==> config.mk <==
export PLATFORM = sky130hd
export DESIGN_NAME = pcs_search
export DESIGN_NICKNAME = d
export VERILOG_FILES = /design/src/rtl/pcs_pkg.sv /design/src/rtl/pcs_seqdiv.sv /design/src/rtl/pcs_walker.sv /design/src/rtl/pcs_search.sv
export SDC_FILE = /design/constraint.sdc
export NUM_CORES = 1
export LEC_CHECK = 0
export CORE_AREA = 3 3 180 182
export CTS_CLUSTER_SIZE = 20
export DETAILED_ROUTE_END_ITERATION = 10
export DIE_AREA = 0 0 183 185
export PLACE_DENSITY = 0.65
export RECOVER_POWER = 50
export SYNTH_ARGS = -nofsm -noshare
export SYNTH_HDL_FRONTEND = slang
export SYNTH_SLANG_ARGS = --single-unit
==> constraint.sdc <==
create_clock -name clk -period 5.35 [get_ports clk]
set_input_delay 1.07 -clock clk [delete_from_list [all_inputs] [get_ports clk]]
set_output_delay 1.07 -clock clk [all_outputs]
set_load 0.005 [all_outputs]
==> src/rtl/pcs_pkg.sv <==
package pcs_pkg;
  localparam int FREQ_W = 32;
  localparam int DIV_W  = 3;
  localparam int SH_W   = 3;
  localparam int DEN_W  = DIV_W + (1 << SH_W);
  localparam int ERR_W  = FREQ_W + 1;
  localparam logic [FREQ_W-1:0] MCLK_BASE_HZ = 32'd288_000_000;
  localparam logic [FREQ_W-1:0] MCLK_STEP_HZ = 32'd48_000_000;
  localparam logic [ERR_W-1:0]  BEST_INIT    = 33'd999_999_999;

  typedef enum logic [2:0] {
    S_IDLE, S_ISSUE, S_WAIT, S_FISSUE, S_FWAIT
  } pcs_state_e;

  function automatic logic [FREQ_W-1:0] mclk_hz(input logic sel);
    return sel ? (MCLK_BASE_HZ + MCLK_STEP_HZ) : MCLK_BASE_HZ;
  endfunction

  // divider index 0,1,2 -> 1,3,5
  function automatic logic [DIV_W-1:0] odd_div(input logic [1:0] idx);
    return {idx, 1'b1};
  endfunction

  function automatic logic [DEN_W-1:0] eff_div(input logic [DIV_W-1:0] dv,
                                               input logic [SH_W-1:0] sh);
    return DEN_W'(dv) << sh;
  endfunction

  function automatic logic [FREQ_W-1:0] rnd_num(input logic [FREQ_W-1:0] m,
                                                input logic [DEN_W-1:0] d);
    return (m << 1) + FREQ_W'(d);
  endfunction

  function automatic logic [FREQ_W-1:0] rnd_den(input logic [DEN_W-1:0] d);
    return FREQ_W'(d) << 1;
  endfunction

  function automatic logic [ERR_W-1:0] abs_err(input logic [FREQ_W-1:0] a,
                                               input logic [FREQ_W-1:0] b);
    logic [ERR_W-1:0] ea, eb;
    ea = {1'b0, a};
    eb = {1'b0, b};
    return (ea >= eb) ? (ea - eb) : (eb - ea);
  endfunction
endpackage

==> src/rtl/pcs_seqdiv.sv <==
module pcs_seqdiv #(
  parameter int W = 32
) (
  input  logic         clk,
  input  logic         rst_n,
  input  logic         start,
  input  logic [W-1:0] num,
  input  logic [W-1:0] den,
  output logic         busy,
  output logic         valid,
  output logic [W-1:0] quot
);
  localparam int CW = $clog2(W + 1);

  logic [W:0]    rem_q;
  logic [W-1:0]  quo_q, den_q;
  logic [CW-1:0] cnt_q;
  logic [W:0]    trial;
  logic          fits;

  assign trial = {rem_q[W-1:0], quo_q[W-1]};
  assign fits  = trial >= {1'b0, den_q};
  assign quot  = quo_q;

  always_ff @(posedge clk or negedge rst_n) begin
    if (!rst_n) begin
      rem_q <= '0;
      quo_q <= '0;
      den_q <= '0;
      cnt_q <= '0;
      busy  <= 1'b0;
      valid <= 1'b0;
    end else begin
      valid <= 1'b0;
      if (start && !busy) begin
        rem_q <= '0;
        quo_q <= num;
        den_q <= den;
        cnt_q <= CW'(W);
        busy  <= 1'b1;
      end else if (busy) begin
        rem_q <= fits ? (trial - {1'b0, den_q}) : trial;
        quo_q <= {quo_q[W-2:0], fits};
        cnt_q <= cnt_q - 1'b1;
        if (cnt_q == CW'(1)) begin
          busy  <= 1'b0;
          valid <= 1'b1;
        end
      end
    end
  end
endmodule

==> src/rtl/pcs_walker.sv <==
module pcs_walker #(
  parameter int SH_W = 3
) (
  input  logic            clk,
  input  logic            rst_n,
  input  logic            clear,
  input  logic            step,
  input  logic            panel,
  output logic            sel,
  output logic [1:0]      div_idx,
  output logic [SH_W-1:0] sh,
  output logic            last
);
  localparam logic [SH_W-1:0] SH_MAX = '1;

  logic [1:0] div_last;
  logic       sh_wrap, div_wrap;

  assign div_last = panel ? 2'd2 : 2'd1;
  assign sh_wrap  = (sh == SH_MAX);
  assign div_wrap = sh_wrap && (div_idx == div_last);
  assign last     = div_wrap && sel;

  always_ff @(posedge clk or negedge rst_n) begin
    if (!rst_n) begin
      sel     <= 1'b0;
      div_idx <= '0;
      sh      <= '0;
    end else if (clear) begin
      sel     <= 1'b0;
      div_idx <= '0;
      sh      <= '0;
    end else if (step) begin
      sh <= sh + 1'b1;
      if (sh_wrap) div_idx <= div_wrap ? 2'd0 : div_idx + 2'd1;
      if (div_wrap) sel <= ~sel;
    end
  end
endmodule

==> src/rtl/pcs_search.sv <==
module pcs_search
  import pcs_pkg::*;
(
  input  logic              clk,
  input  logic              rst_n,
  input  logic              start_i,
  input  logic [FREQ_W-1:0] req_hz_i,
  input  logic              panel_i,
  output logic              busy_o,
  output logic              done_o,
  output logic              mclk_sel_o,
  output logic [DIV_W-1:0]  div_o,
  output logic [SH_W-1:0]   shift_o,
  output logic [FREQ_W-1:0] freq_o
);
  pcs_state_e        state_q;
  logic [FREQ_W-1:0] req_q;
  logic              panel_q;
  logic [ERR_W-1:0]  best_err;
  logic              best_sel;
  logic [DIV_W-1:0]  best_div;
  logic [SH_W-1:0]   best_sh;

  logic              w_sel, w_last, w_clear, w_step;
  logic [1:0]        w_idx;
  logic [SH_W-1:0]   w_sh;
  logic [DIV_W-1:0]  cand_div;
  logic [DEN_W-1:0]  cand_d, best_d;

  logic              dv_start, dv_busy, dv_valid;
  logic [FREQ_W-1:0] dv_num, dv_den, dv_quot;

  // named events for the checker
  logic              accept, cand_eval, cand_better, final_ready;
  logic [ERR_W-1:0]  cand_err;

  assign accept      = (state_q == S_IDLE) && start_i;
  assign cand_eval   = (state_q == S_WAIT) && dv_valid;
  assign final_ready = (state_q == S_FWAIT) && dv_valid;
  assign cand_err    = abs_err(dv_quot, req_q);
  assign cand_better = cand_eval && (cand_err < best_err);

  assign cand_div = odd_div(w_idx);
  assign cand_d   = eff_div(cand_div, w_sh);
  assign best_d   = eff_div(best_div, best_sh);

  assign w_clear  = accept;
  assign w_step   = cand_eval;
  assign dv_start = (state_q == S_ISSUE) || (state_q == S_FISSUE);

  always_comb begin
    if (state_q == S_FISSUE) begin
      dv_num = mclk_hz(best_sel);
      dv_den = FREQ_W'(best_d);
    end else begin
      dv_num = rnd_num(mclk_hz(w_sel), cand_d);
      dv_den = rnd_den(cand_d);
    end
  end

  pcs_walker #(.SH_W(SH_W)) u_walk (
    .clk    (clk),
    .rst_n  (rst_n),
    .clear  (w_clear),
    .step   (w_step),
    .panel  (panel_q),
    .sel    (w_sel),
    .div_idx(w_idx),
    .sh     (w_sh),
    .last   (w_last)
  );

  pcs_seqdiv #(.W(FREQ_W)) u_div (
    .clk  (clk),
    .rst_n(rst_n),
    .start(dv_start),
    .num  (dv_num),
    .den  (dv_den),
    .busy (dv_busy),
    .valid(dv_valid),
    .quot (dv_quot)
  );

  assign busy_o = (state_q != S_IDLE);

  always_ff @(posedge clk or negedge rst_n) begin
    if (!rst_n) begin
      state_q    <= S_IDLE;
      req_q      <= '0;
      panel_q    <= 1'b0;
      best_err   <= BEST_INIT;
      best_sel   <= 1'b0;
      best_div   <= DIV_W'(1);
      best_sh    <= '0;
      done_o     <= 1'b0;
      mclk_sel_o <= 1'b0;
      div_o      <= '0;
      shift_o    <= '0;
      freq_o     <= '0;
    end else begin
      done_o <= 1'b0;
      unique case (state_q)
        S_IDLE: if (accept) begin
          req_q    <= req_hz_i;
          panel_q  <= panel_i;
          best_err <= BEST_INIT;
          best_sel <= 1'b0;
          best_div <= DIV_W'(1);
          best_sh  <= '0;
          state_q  <= S_ISSUE;
        end
        S_ISSUE: state_q <= S_WAIT;
        S_WAIT: if (cand_eval) begin
          if (cand_better) begin
            best_err <= cand_err;
            best_sel <= w_sel;
            best_div <= cand_div;
            best_sh  <= w_sh;
          end
          state_q <= w_last ? S_FISSUE : S_ISSUE;
        end
        S_FISSUE: state_q <= S_FWAIT;
        S_FWAIT: if (final_ready) begin
          freq_o     <= dv_quot;
          mclk_sel_o <= best_sel;
          div_o      <= best_div;
          shift_o    <= best_sh;
          done_o     <= 1'b1;
          state_q    <= S_IDLE;
        end
        default: state_q <= S_IDLE;
      endcase
    end
  end
endmodule

==> impl_metrics.env, run 1 <==
export IMPL_outcome="finished, violations left"
export IMPL_violations="max-capacitance violations, max-slew violations"
export IMPL_syn_inst=1607
export IMPL_antenna_found_initial=0
export IMPL_firstDrtPassIters=5
export IMPL_hpwl_um=30640
export IMPL_crit_slowest_cell="dfrtp_1"
export IMPL_regArea_um2=5131
export IMPL_ys_seq_area_share_pct=37.03
export IMPL_ys_async_sr_fraction_pct=100.0
export IMPL_synth_fa_ha_area_share_pct=10.55
export IMPL_grt_total_usage_pct=24.29
export IMPL_critPathMaxFanout=17
export IMPL_path_buf_inv=3
export IMPL_critPathCaptureType="flip-flop"
export IMPL_startpoint_type="flip-flop"
export IMPL_finalHoldViolCount=0
export IMPL_globalplace_congestion=0.9361
export IMPL_max_stage_delay_ns=0.42
export IMPL_place_inst=2061
export IMPL_synth_top_family_by_area="compound AO/OA/AOI/OAI gates"
export IMPL_finalSetupTns_ns=0
export IMPL_relSlewSlack_pct=-157.4
export IMPL_n_fill_cell=2862
export IMPL_postRouteWirelength_um=41110
export IMPL_required_ns=5.82
export IMPL_cts_tree="yes"
export IMPL_dr_total_vias=12310
export IMPL_overflow=0
export IMPL_setup_violations_final=0
export IMPL_drtIter0Drc=946
export IMPL_maxCapViolCount=4
export IMPL_muxShareOfSynthArea_pct=5.444
export IMPL_synthXorXnorAreaFrac_pct=3.160
export IMPL_clock_path_buffers=3
export IMPL_numCtsBuffers=25
export IMPL_diodes=0
export IMPL_synth_area_um2=13860
export IMPL_drc_errors=0
export IMPL_die_x_um=183
export IMPL_synthSimpleGateAreaFrac_pct=15.94
export IMPL_synth_nets=1758
export IMPL_ioPinCount=77
export IMPL_clock_latency_ns=0.55
export IMPL_synth_compound_area_share_pct=21.41
export IMPL_start_util_pct=45.07
export IMPL_multi_input_area_um2=7946
export IMPL_post_route_min_period_ns=5.117
export IMPL_synth_ff_type="dfrtp_1"
export IMPL_synth_seq_cells=204
export IMPL_fp_row_count=64
export IMPL_drive_above_1_share_pct=13.33
export IMPL_core_um2=30750
export IMPL_die_h_um=185
export IMPL_crit_type="flip-flop to flip-flop"
export IMPL_numPortBuffers=76
export IMPL_viasPerCell=5.844
export IMPL_final_nets=1843
export IMPL_die_area_um2=33860
export IMPL_yosys_warnings=0
export IMPL_synthDistinctLibCells=77
export IMPL_drtAntennaViolNets=0
export IMPL_clkTransAtPathRegs_ns=0.06
export IMPL_crit_chain="ha_1 -> a21oi_1 -> o211ai_1 -> a211oi_2 -> or2_2 -> a21oi_1 -> nor2_1 -> buf_4 -> buf_4 -> mux2i_2 -> xor2_2 -> ha_1 -> a2111oi_2 -> o21ai_0 -> o211ai_1 -> nand3_1 -> a21oi_4 -> buf_6 -> nand2_1 -> a311o_1 -> nand3_1"
export IMPL_holdWs_ns=0.4687
export IMPL_critical_path_top_delay_family="compound AO/OA/AOI/OAI gates"
export IMPL_holdCritPathClass="flip-flop to flip-flop"
export IMPL_clock_fmax_mhz=195.4
export IMPL_cts_root_buf="clkbuf_16"
export IMPL_wl_per_cell_um=19.51
export IMPL_syn_to_final_growth_pct=17.25
export IMPL_fin_skew_ns=0.01959
export IMPL_grt_max_degree=82
export IMPL_arrival_ns=5.59
export IMPL_worst_pin_slew_ns=3.860
export IMPL_grt_pass1_wl_um=66500
export IMPL_grt_pass1_vias=12040
export IMPL_cts_sinks=204
export IMPL_utilization_pct=52.84
export IMPL_syn_area_per_cell_um2=8.624
export IMPL_fin_crit_sh_pct=95.65
export IMPL_fin_cells=2107
export IMPL_htree_num_levels=1
export IMPL_final_max_slew_viol_count=220
export IMPL_synth_edf_count=0
==> worst register-to-register path: stages (launching register included) <==
cell and delay (ns):
dfrtp_1 0.42, ha_1 0.41, a21oi_1 0.12, o211ai_1 0.39
a211oi_2 0.15, or2_2 0.37, a21oi_1 0.19, nor2_1 0.08
buf_4 0.18, buf_4 0.20, mux2i_2 0.25, xor2_2 0.22
ha_1 0.31, a2111oi_2 0.32, o21ai_0 0.19, o211ai_1 0.19
nand3_1 0.14, a21oi_4 0.22, buf_6 0.23, nand2_1 0.07
a311o_1 0.32, nand3_1 0.08
==> state kept, by name (all words and copies together) (netlist names), 6 cells and up <==
name         flops
req_q           32
u_div.den_q     11
u_div.cnt_q      6
u_div.rem_q     32
u_div.quot      32
freq_o          32
best_err        33
==> stage by stage <==
stage	instance area, um^2	worst slack, ns
global placement	15370	-0.003539
CTS	16180	0.01924
floorplan	13860	0.3074
detailed placement	15370	-0.05373
global route	16250	-0.01834
finish	16250	0.2327
==> repair_timing <==
action                     4_1_cts  5_1_grt
hold buffers                     0        0
pin swaps                        0        2
gates resized for setup          3       23
setup buffers                    0        0
setup endpoints to repair       19       39
gates cloned                     0        0
==> kinds of logic (layout without fill, tap and decap cells) <==
kind of cell | count (synthesis) | in the layout
XOR/XNOR | 50 | 50
flip-flops | 204 | 204
AND/OR/NAND/NOR | 466 | 466
AO/OA/AOI/OAI | 469 | 469
buffers and inverters | 234 | 338
adder cells (fa/ha/maj) | 115 | 115
multiplexers | 69 | 69
==> layout make-up <==
| class | count | area share [%] |
|---|---|---|
| well taps | 396 | 3.049 |
| clock buffers | 39 | 4.481 |
| inverters | 137 | 3.165 |
| multi-input cells | 1169 | 48.90 |
| flip-flops and latches | 204 | 31.58 |
| clock inverters | 7 | 0.4774 |
| repair buffers | 155 | 8.347 |
==> path summary, 6_finish.rpt <==
kind / from / to / slack [ns] / cells after the start
setup / recovery: u_div.quot[18] / best_err[31] / 0.23 / 21
hold / removal: div_o[0] / div_o[0] / 0.47 / 1
setup reg to reg: u_div.quot[18] / best_err[31] / 0.23 / 21
hold reg to reg: div_o[0] / div_o[0] / 0.47 / 1
max in group asynchronous: rst_n / shift_o[1] / 0.83 / 2
min in group asynchronous: rst_n / freq_o[22] / 2.08 / 1
==> metal layers <==
metal  track usage [%]  vias to the layer above  wire length [um]
met1             37.07                     5992             20010
met3             3.299                       60              2451
met4             5.271                        0               701
met2             36.81                      378             17950
met5                 0                        -                 0
li1                  -                     5883                 -
==> cell usage in the layout (no fill, tap or decap), drive strengths merged, types with 32 or more instances in the layout <==
cell and count:
a21oi 122, buf 74, clkbuf 44, clkdlybuf4s50 74, dfrtp 183, ha 112, inv 137, mux2 51
nand2 189, nand3 38, nor2 84, nor3 32, o21ai 131, xnor2 34
==> cells in the mapped netlist, types with 5 or more instances <==
master      n  share of area, %
a211oi_1   25               1.4
a21boi_0    6              0.33
a21o_1     25               1.4
a21oi_1   122               4.4
a221oi_1    8              0.51
a22oi_1     7              0.38
a31o_2      7              0.44
a31oi_1    10              0.45
and2_1      6              0.27
and3_1      8              0.36
buf_1       6              0.16
clkbuf_1   85               2.3
dfrtp_1   183                33
dfstp_2    21               4.0
ha_1      112                10
inv_1     136               3.7
mux2_2     50               4.1
mux2i_1    18               1.3
nand2_1   189               5.1
nand2b_1   13              0.59
nand3_1    38               1.4
nand3b_1    5              0.27
nand4_1    26               1.2
nor2_1     84               2.3
nor2b_1    11              0.50
nor3_1     31               1.1
nor4_1     17              0.77
o211ai_1   18              0.98
o21a_1      7              0.38
o21ai_0   122               4.4
o21ai_1     9              0.33
o21bai_1   10              0.54
o22ai_1    21              0.95
o311ai_0   12              0.76
o31a_1     10              0.63
o31ai_1    13              0.70
or2_2       7              0.32
or3_1      10              0.45
xnor2_1    34               2.1
xor2_1     16               1.0
Power of run 1 is left out: the tool's default activity adds up to more than one toggle a clock period on the data nets, which glitch-free logic cannot reach.
==> run 2: changes to the inputs <==
Clock period 5.35 ns to 4.6 ns, I/O delays scaled along.
==> impl_metrics.env, run 2 (synthesis gave the netlist of run 1 again) <==
export IMPL_critPathMaxFanout=12
export IMPL_n_fill_cell=2722
export IMPL_firstDrtPassIters=6
export IMPL_ff2ff_path_depth=24
export IMPL_numCtsBuffers=24
export IMPL_max_flop_register="best_err"
export IMPL_holdCritPathClass="flip-flop to flip-flop"
export IMPL_holdWs_ns=0.4816
export IMPL_finalHoldViolCount=0
export IMPL_setup_violations_final=0
export IMPL_violations="max-capacitance violations, max-slew violations"
export IMPL_worstHoldEndpoint="div_o[0]"
export IMPL_die_area_um2=33860
export IMPL_maxCapViolCount=3
export IMPL_post_route_min_period_ns=4.479
export IMPL_critPathCaptureType="flip-flop"
export IMPL_multi_input_area_um2=8758
export IMPL_required_ns=5.06
export IMPL_cts_hold_buf=0
export IMPL_die_h_um=185
export IMPL_clock_path_buffers=3
export IMPL_mostFrequentLayoutCells="185 x nand2_1, 182 x dfrtp_1, 163 x buf_4, 124 x inv_1, 105 x o21ai_0"
export IMPL_dp_worst_setup_slack_ns=-0.2830
export IMPL_fin_crit_sh_pct=97.38
export IMPL_drive_above_1_share_pct=24.89
export IMPL_largest_reg_flops=33
export IMPL_r2r_setup_slack_ns=0.12
export IMPL_hold_depth=1
export IMPL_postRouteWirelength_um=43390
export IMPL_fin_cells=2208
export IMPL_place_inst=2138
export IMPL_drtIter0Drc=1243
export IMPL_htree_num_levels=1
export IMPL_die_x_um=183
export IMPL_cts_sinks=204
export IMPL_crit_slowest_cell="a221oi_2"
export IMPL_viasPerCell=5.817
export IMPL_fp_row_count=64
export IMPL_relSlewSlack_pct=-85.22
export IMPL_worst_pin_slew_ns=2.778
export IMPL_ioPinCount=77
export IMPL_crit_chain="inv_1 -> ha_1 -> buf_4 -> nand2_1 -> nor2_1 -> a21oi_2 -> o21ai_1 -> o21ai_2 -> buf_6 -> buf_4 -> a221oi_2 -> o32ai_1 -> xnor2_1 -> ha_1 -> a21oi_1 -> nor2b_1 -> o21ai_0 -> o211ai_1 -> a21oi_4 -> buf_6 -> nor2_4 -> clkbuf_16 -> nand2_1 -> o31a_1"
export IMPL_r2r_end="best_err[3]"
export IMPL_worst_slack_ns=0.1207
export IMPL_final_common_cell="nand2_1"
export IMPL_r2r_start="req_q[17]"
export IMPL_clock_fmax_mhz=223.3
export IMPL_start_util_pct=45.07
export IMPL_wl_per_cell_um=19.65
export IMPL_grt_max_degree=106
export IMPL_max_stage_delay_ns=0.42
export IMPL_dr_total_vias=12840
export IMPL_regArea_um2=5132
export IMPL_overflow=0
export IMPL_clock_latency_ns=0.54
export IMPL_globalplace_congestion=0.9365
export IMPL_core_um2=30750
export IMPL_arrival_ns=4.94
export IMPL_dpl_cell_area_um2=16010
export IMPL_min_delay_start="div_o[0]"
export IMPL_grt_total_usage_pct=24.88
export IMPL_drtAntennaViolNets=0
export IMPL_grt_pass1_wl_um=68030
export IMPL_clkTransAtPathRegs_ns=0.06
export IMPL_crit_type="flip-flop to flip-flop"
export IMPL_final_nets=1946
export IMPL_grt_pass1_vias=12380
export IMPL_final_area_um2=17970
export IMPL_fin_skew_ns=0.01515
export IMPL_cts_root_buf="clkbuf_16"
export IMPL_outcome="finished, violations left"
export IMPL_diodes=0
export IMPL_final_max_slew_viol_count=183
export IMPL_antenna_found_initial=0
export IMPL_syn_to_final_growth_pct=29.67
export IMPL_startpoint_type="flip-flop"
export IMPL_hpwl_um=31810
export IMPL_cts_tree="yes"
export IMPL_drc_errors=0
export IMPL_numPortBuffers=76
-- run 2: worst max path at each step --
| stage | from | endpoint | depth (start not counted) |
|---|---|---|---|
| floorplan | u_div.quot[24] | best_err[0] | 23 |
| global placement | u_div.quot[28] | best_err[31] | 20 |
| detailed placement | req_q[12] | best_err[0] | 20 |
| CTS | req_q[18] | best_err[15] | 20 |
| global route | req_q[19] | best_err[19] | 24 |
| finish | req_q[17] | best_err[3] | 24 |
-- run 2: layer usage --
layer  vias to the layer above  GRT usage [%]  part of all wire [%]
li1                       6094              -                     -
met1                      6306          37.79                    48
met2                       391          38.21                    44
met3                        53          3.181                   5.6
met4                         0          5.149                   1.9
met5                         -              0                     0
-- run 2: through the flow --
step / utilization (%) / setup TNS [ns]
2_1_floorplan: - / 0
3_3_place_gp: 52.05 / -1.864
3_5_place_dp: 52.05 / -7.122
4_1_cts: 55.28 / 0
5_1_grt: 58.44 / -0.9620
6_report: 58.44 / 0
-- run 2: critical path, delay by kind of cell, from the launching register on --
| family | cells | cell delay (ns) |
|---|---|---|
| AOI/OAI and AO/OA | 10 | 1.58 |
| DFF | 1 | 0.35 |
| and+or+nand+nor | 5 | 0.60 |
| buffers and inverters | 6 | 0.95 |
| adders and majority gates | 2 | 0.54 |
| xor gates and xnor gates | 1 | 0.35 |
-- run 2: layout make-up --
cell class	instances	area share (%)
sequential	204	28.56
clock inverter	15	1.072
multi-input combinational	1169	48.74
timing repair buffer	259	12.47
clock buffer	28	3.537
tap	396	2.757
inverter	137	2.862
-- run 2: timing repair --
action,CTS,global route
gates resized for setup,28,156
pin swaps,10,45
setup buffers,2,22
setup endpoints to repair,38,39
gates cloned,0,3
Power of run 2 is left out for the same reason.
==> run 3: changes to the inputs <==
Settings changed: ABC_AREA from default to 1, CORE_AREA 3 3 180 182 to 3 3 191 193, DIE_AREA 0 0 183 185 to 0 0 194 196, PLACE_DENSITY 0.65 to 0.64.
==> impl_metrics.env, run 3 <==
export IMPL_fp_row_count=68
export IMPL_clock_fmax_mhz=238.9
export IMPL_critPathMaxFanout=46
export IMPL_dr_total_vias=14810
export IMPL_globalplace_congestion=0.9791
export IMPL_final_max_slew_viol_count=183
export IMPL_postRouteWirelength_um=46900
export IMPL_diodes=0
export IMPL_synth_top_area_cell="dfrtp_1"
export IMPL_setup_violations_final=0
export IMPL_numCtsBuffers=25
export IMPL_pwr_density_cell_nw_per_um2=217.4
export IMPL_die_area_um2=38020
export IMPL_synth_ff_type="dfrtp_1"
export IMPL_cts_root_buf="clkbuf_16"
export IMPL_syn_inst=2339
export IMPL_htree_num_levels=1
export IMPL_antenna_found_initial=0
export IMPL_yosys_warnings=0
export IMPL_yosys_cell_count_top_type="nand2_1"
export IMPL_synthXorXnorAreaFrac_pct=2.753
export IMPL_fin_skew_ns=0.02706
export IMPL_grt_pass1_vias=14700
export IMPL_fin_crit_sh_pct=91.01
export IMPL_crit_slowest_cell="ha_1"
export IMPL_synthDistinctLibCells=53
export IMPL_utilization_pct=50.51
export IMPL_final_nets=2547
export IMPL_arrival_ns=4.61
export IMPL_synth_compound_area_share_pct=10.26
export IMPL_wl_per_cell_um=16.35
export IMPL_cts_resized=0
export IMPL_synth_fa_ha_area_share_pct=9.373
export IMPL_synth_nets=2490
export IMPL_r2r_setup_slack_ns=0.41
export IMPL_critical_path_startpoint="req_q[28]"
export IMPL_hpwl_um=36760
export IMPL_muxShareOfSynthArea_pct=0.07223
export IMPL_finalSetupTns_ns=0
export IMPL_finalHoldViolCount=0
export IMPL_crit_top_cell="nand2_1"
export IMPL_r2r_end="best_div[1]"
export IMPL_clock_path_buffers=3
export IMPL_drtAntennaViolNets=0
export IMPL_grt_max_degree=106
export IMPL_p_leak_uw=0.009328
export IMPL_mostFrequentLayoutCells="812 x nand2_1, 385 x inv_1, 183 x dfrtp_1, 166 x nor2_1, 143 x nand3_1"
export IMPL_yosys_top_cells_count="812 x nand2_1, 385 x inv_1, 183 x dfrtp_1"
export IMPL_crit_chain="inv_1 -> ha_1 -> a21oi_1 -> nand2_1 -> nand2_1 -> and2_1 -> nand3_2 -> a21oi_4 -> buf_4 -> nand2_1 -> nand2_1 -> inv_1 -> ha_1 -> nand2_1 -> nor2_1 -> nand4_1 -> nor2_1 -> nand3_1 -> nand4_1 -> nand2_1 -> nand2_1 -> buf_12 -> o21ai_0"
export IMPL_outcome="finished, violations left"
export IMPL_required_ns=5.02
export IMPL_holdCritPathClass="flip-flop to flip-flop"
export IMPL_maxCapViolCount=3
export IMPL_startpoint_type="flip-flop"
export IMPL_violations="max-capacitance violations, max-slew violations"
export IMPL_crit_end="best_div[1]"
export IMPL_drtIter0Drc=979
export IMPL_cts_tree="yes"
export IMPL_drive_above_1_share_pct=5.758
export IMPL_synth_area_um2=15590
export IMPL_grt_total_usage_pct=24.35
export IMPL_core_um2=34710
export IMPL_relSlewSlack_pct=-82.20
export IMPL_synth_area_leaders="dfrtp_1 29%, nand2_1 20%, inv_1 9.3%"
export IMPL_post_route_min_period_ns=4.187
export IMPL_overflow=0
export IMPL_post_cts_buffers=0
export IMPL_viasPerCell=5.160
export IMPL_hold_depth=1
export IMPL_synth_seq_cells=204
export IMPL_n_fill_cell=3562
export IMPL_clkTransAtPathRegs_ns=0.07
export IMPL_grt_pass1_wl_um=75570
export IMPL_crit_type="flip-flop to flip-flop"
export IMPL_ioPinCount=77
export IMPL_synth_top_family_by_area="simple AND/OR/NAND/NOR gates"
export IMPL_firstDrtPassIters=6
export IMPL_worst_pin_slew_ns=2.733
export IMPL_max_stage_delay_ns=0.42
export IMPL_drc_errors=0
export IMPL_numPortBuffers=76
export IMPL_die_h_um=196
export IMPL_ys_async_sr_fraction_pct=100.0
export IMPL_ys_seq_area_share_pct=32.91
export IMPL_critPathCaptureType="flip-flop"
export IMPL_cts_hold_buf=0
export IMPL_ff2ff_path_depth=23
export IMPL_cts_sinks=204
export IMPL_yosys_area_top_type_share_pct=29.37
export IMPL_largest_reg_flops=33
export IMPL_clock_latency_ns=0.57
export IMPL_synth_edf_count=0
export IMPL_syn_to_final_growth_pct=12.46
export IMPL_die_x_um=194
export IMPL_final_common_cell="nand2_1"
export IMPL_start_util_pct=44.91
export IMPL_r2r_start="req_q[28]"
export IMPL_synthSimpleGateAreaFrac_pct=33.16
export IMPL_rsz0062_at_grt="no"
export IMPL_syn_area_per_cell_um2=6.666
export IMPL_max_flop_register="best_err"
export IMPL_peakVddDrop_mv=0.2642
## run 3: cell count changes after synthesis, sizes merged, moves of 19 or more
cell	change
nor3	-19
nand2	+652
clkbuf	-47
a211oi	-25
a21o	-19
o21ai	-26
xor2	+23
inv	+251
nor2	+101
nand3	+111
xnor2	-24
mux2	-50
## run 3: layout make-up
type	instances	area, um^2	area share (%)
tap	455	569.3	3.247
inverter	388	1456	8.306
multi-input combinational	1683	8676	49.48
timing repair buffer	94	898.4	5.123
sequential	204	5131	29.26
clock buffer	34	699.4	3.989
clock inverter	11	103.9	0.5923
## run 3: worst min path at each step
stage	from	slack (ns)	endpoint
global route	best_err[25]	0.48	best_err[25]
finish	u_div.cnt_q[5]	0.45	u_div.valid
CTS	u_div.cnt_q[5]	0.45	u_div.valid
detailed placement	u_div.cnt_q[5]	0.44	u_div.valid
floorplan	u_div.cnt_q[5]	0.42	u_div.valid
global placement	u_div.cnt_q[5]	0.43	u_div.valid
## run 3: power breakdown
part / switching, uW / internal [uW]
Combinational: 40.1 / 26.0
Sequential: 0 / 1800
Clock: 824 / 1130
Total: 864 / 2950
## run 3: logic make-up after synthesis
family | Yosys count
adders and majority gates | 115
buffers and inverters | 452
AOI/OAI and AO/OA | 281
xor gates and xnor gates | 49
and+or+nand+nor | 1237
DFF | 204
muxes | 1
## run 3: per-layer routing
layer	part of all wire [%]	global-route usage, %	vias up
met4	3.5	8.138	0
met5	0	0	-
met2	48	42.47	363
li1	-	-	7421
met3	4.8	3.108	94
met1	44	31.40	6927
## run 3: worst max-delay path: cells and delay by family, from the launching register on
| kind | cells | cell delay [ns] |
|---|---|---|
| simple gates | 14 | 1.53 |
| buf+inv | 4 | 0.67 |
| compound gates | 3 | 0.72 |
| flops | 1 | 0.36 |
| fa+ha+maj | 2 | 0.71 |
## run 3: metrics by stage
stage	setup slack [ns]	instance area [um^2]	power, uW	hold WS (ns)	std cells
after floorplan	1.245	15590	1828	0.4175	2339
after global placement	0.5111	16780	1900	0.4350	2824
after detailed placement	0.4491	16780	1900	0.4429	2824
after CTS	0.4231	17590	3871	0.4516	2869
after global routing	0.1130	17530	3934	0.4766	2869
final	0.4134	17530	3812	0.4533	2869
Note: power is estimated with default switching activity, not from simulation.
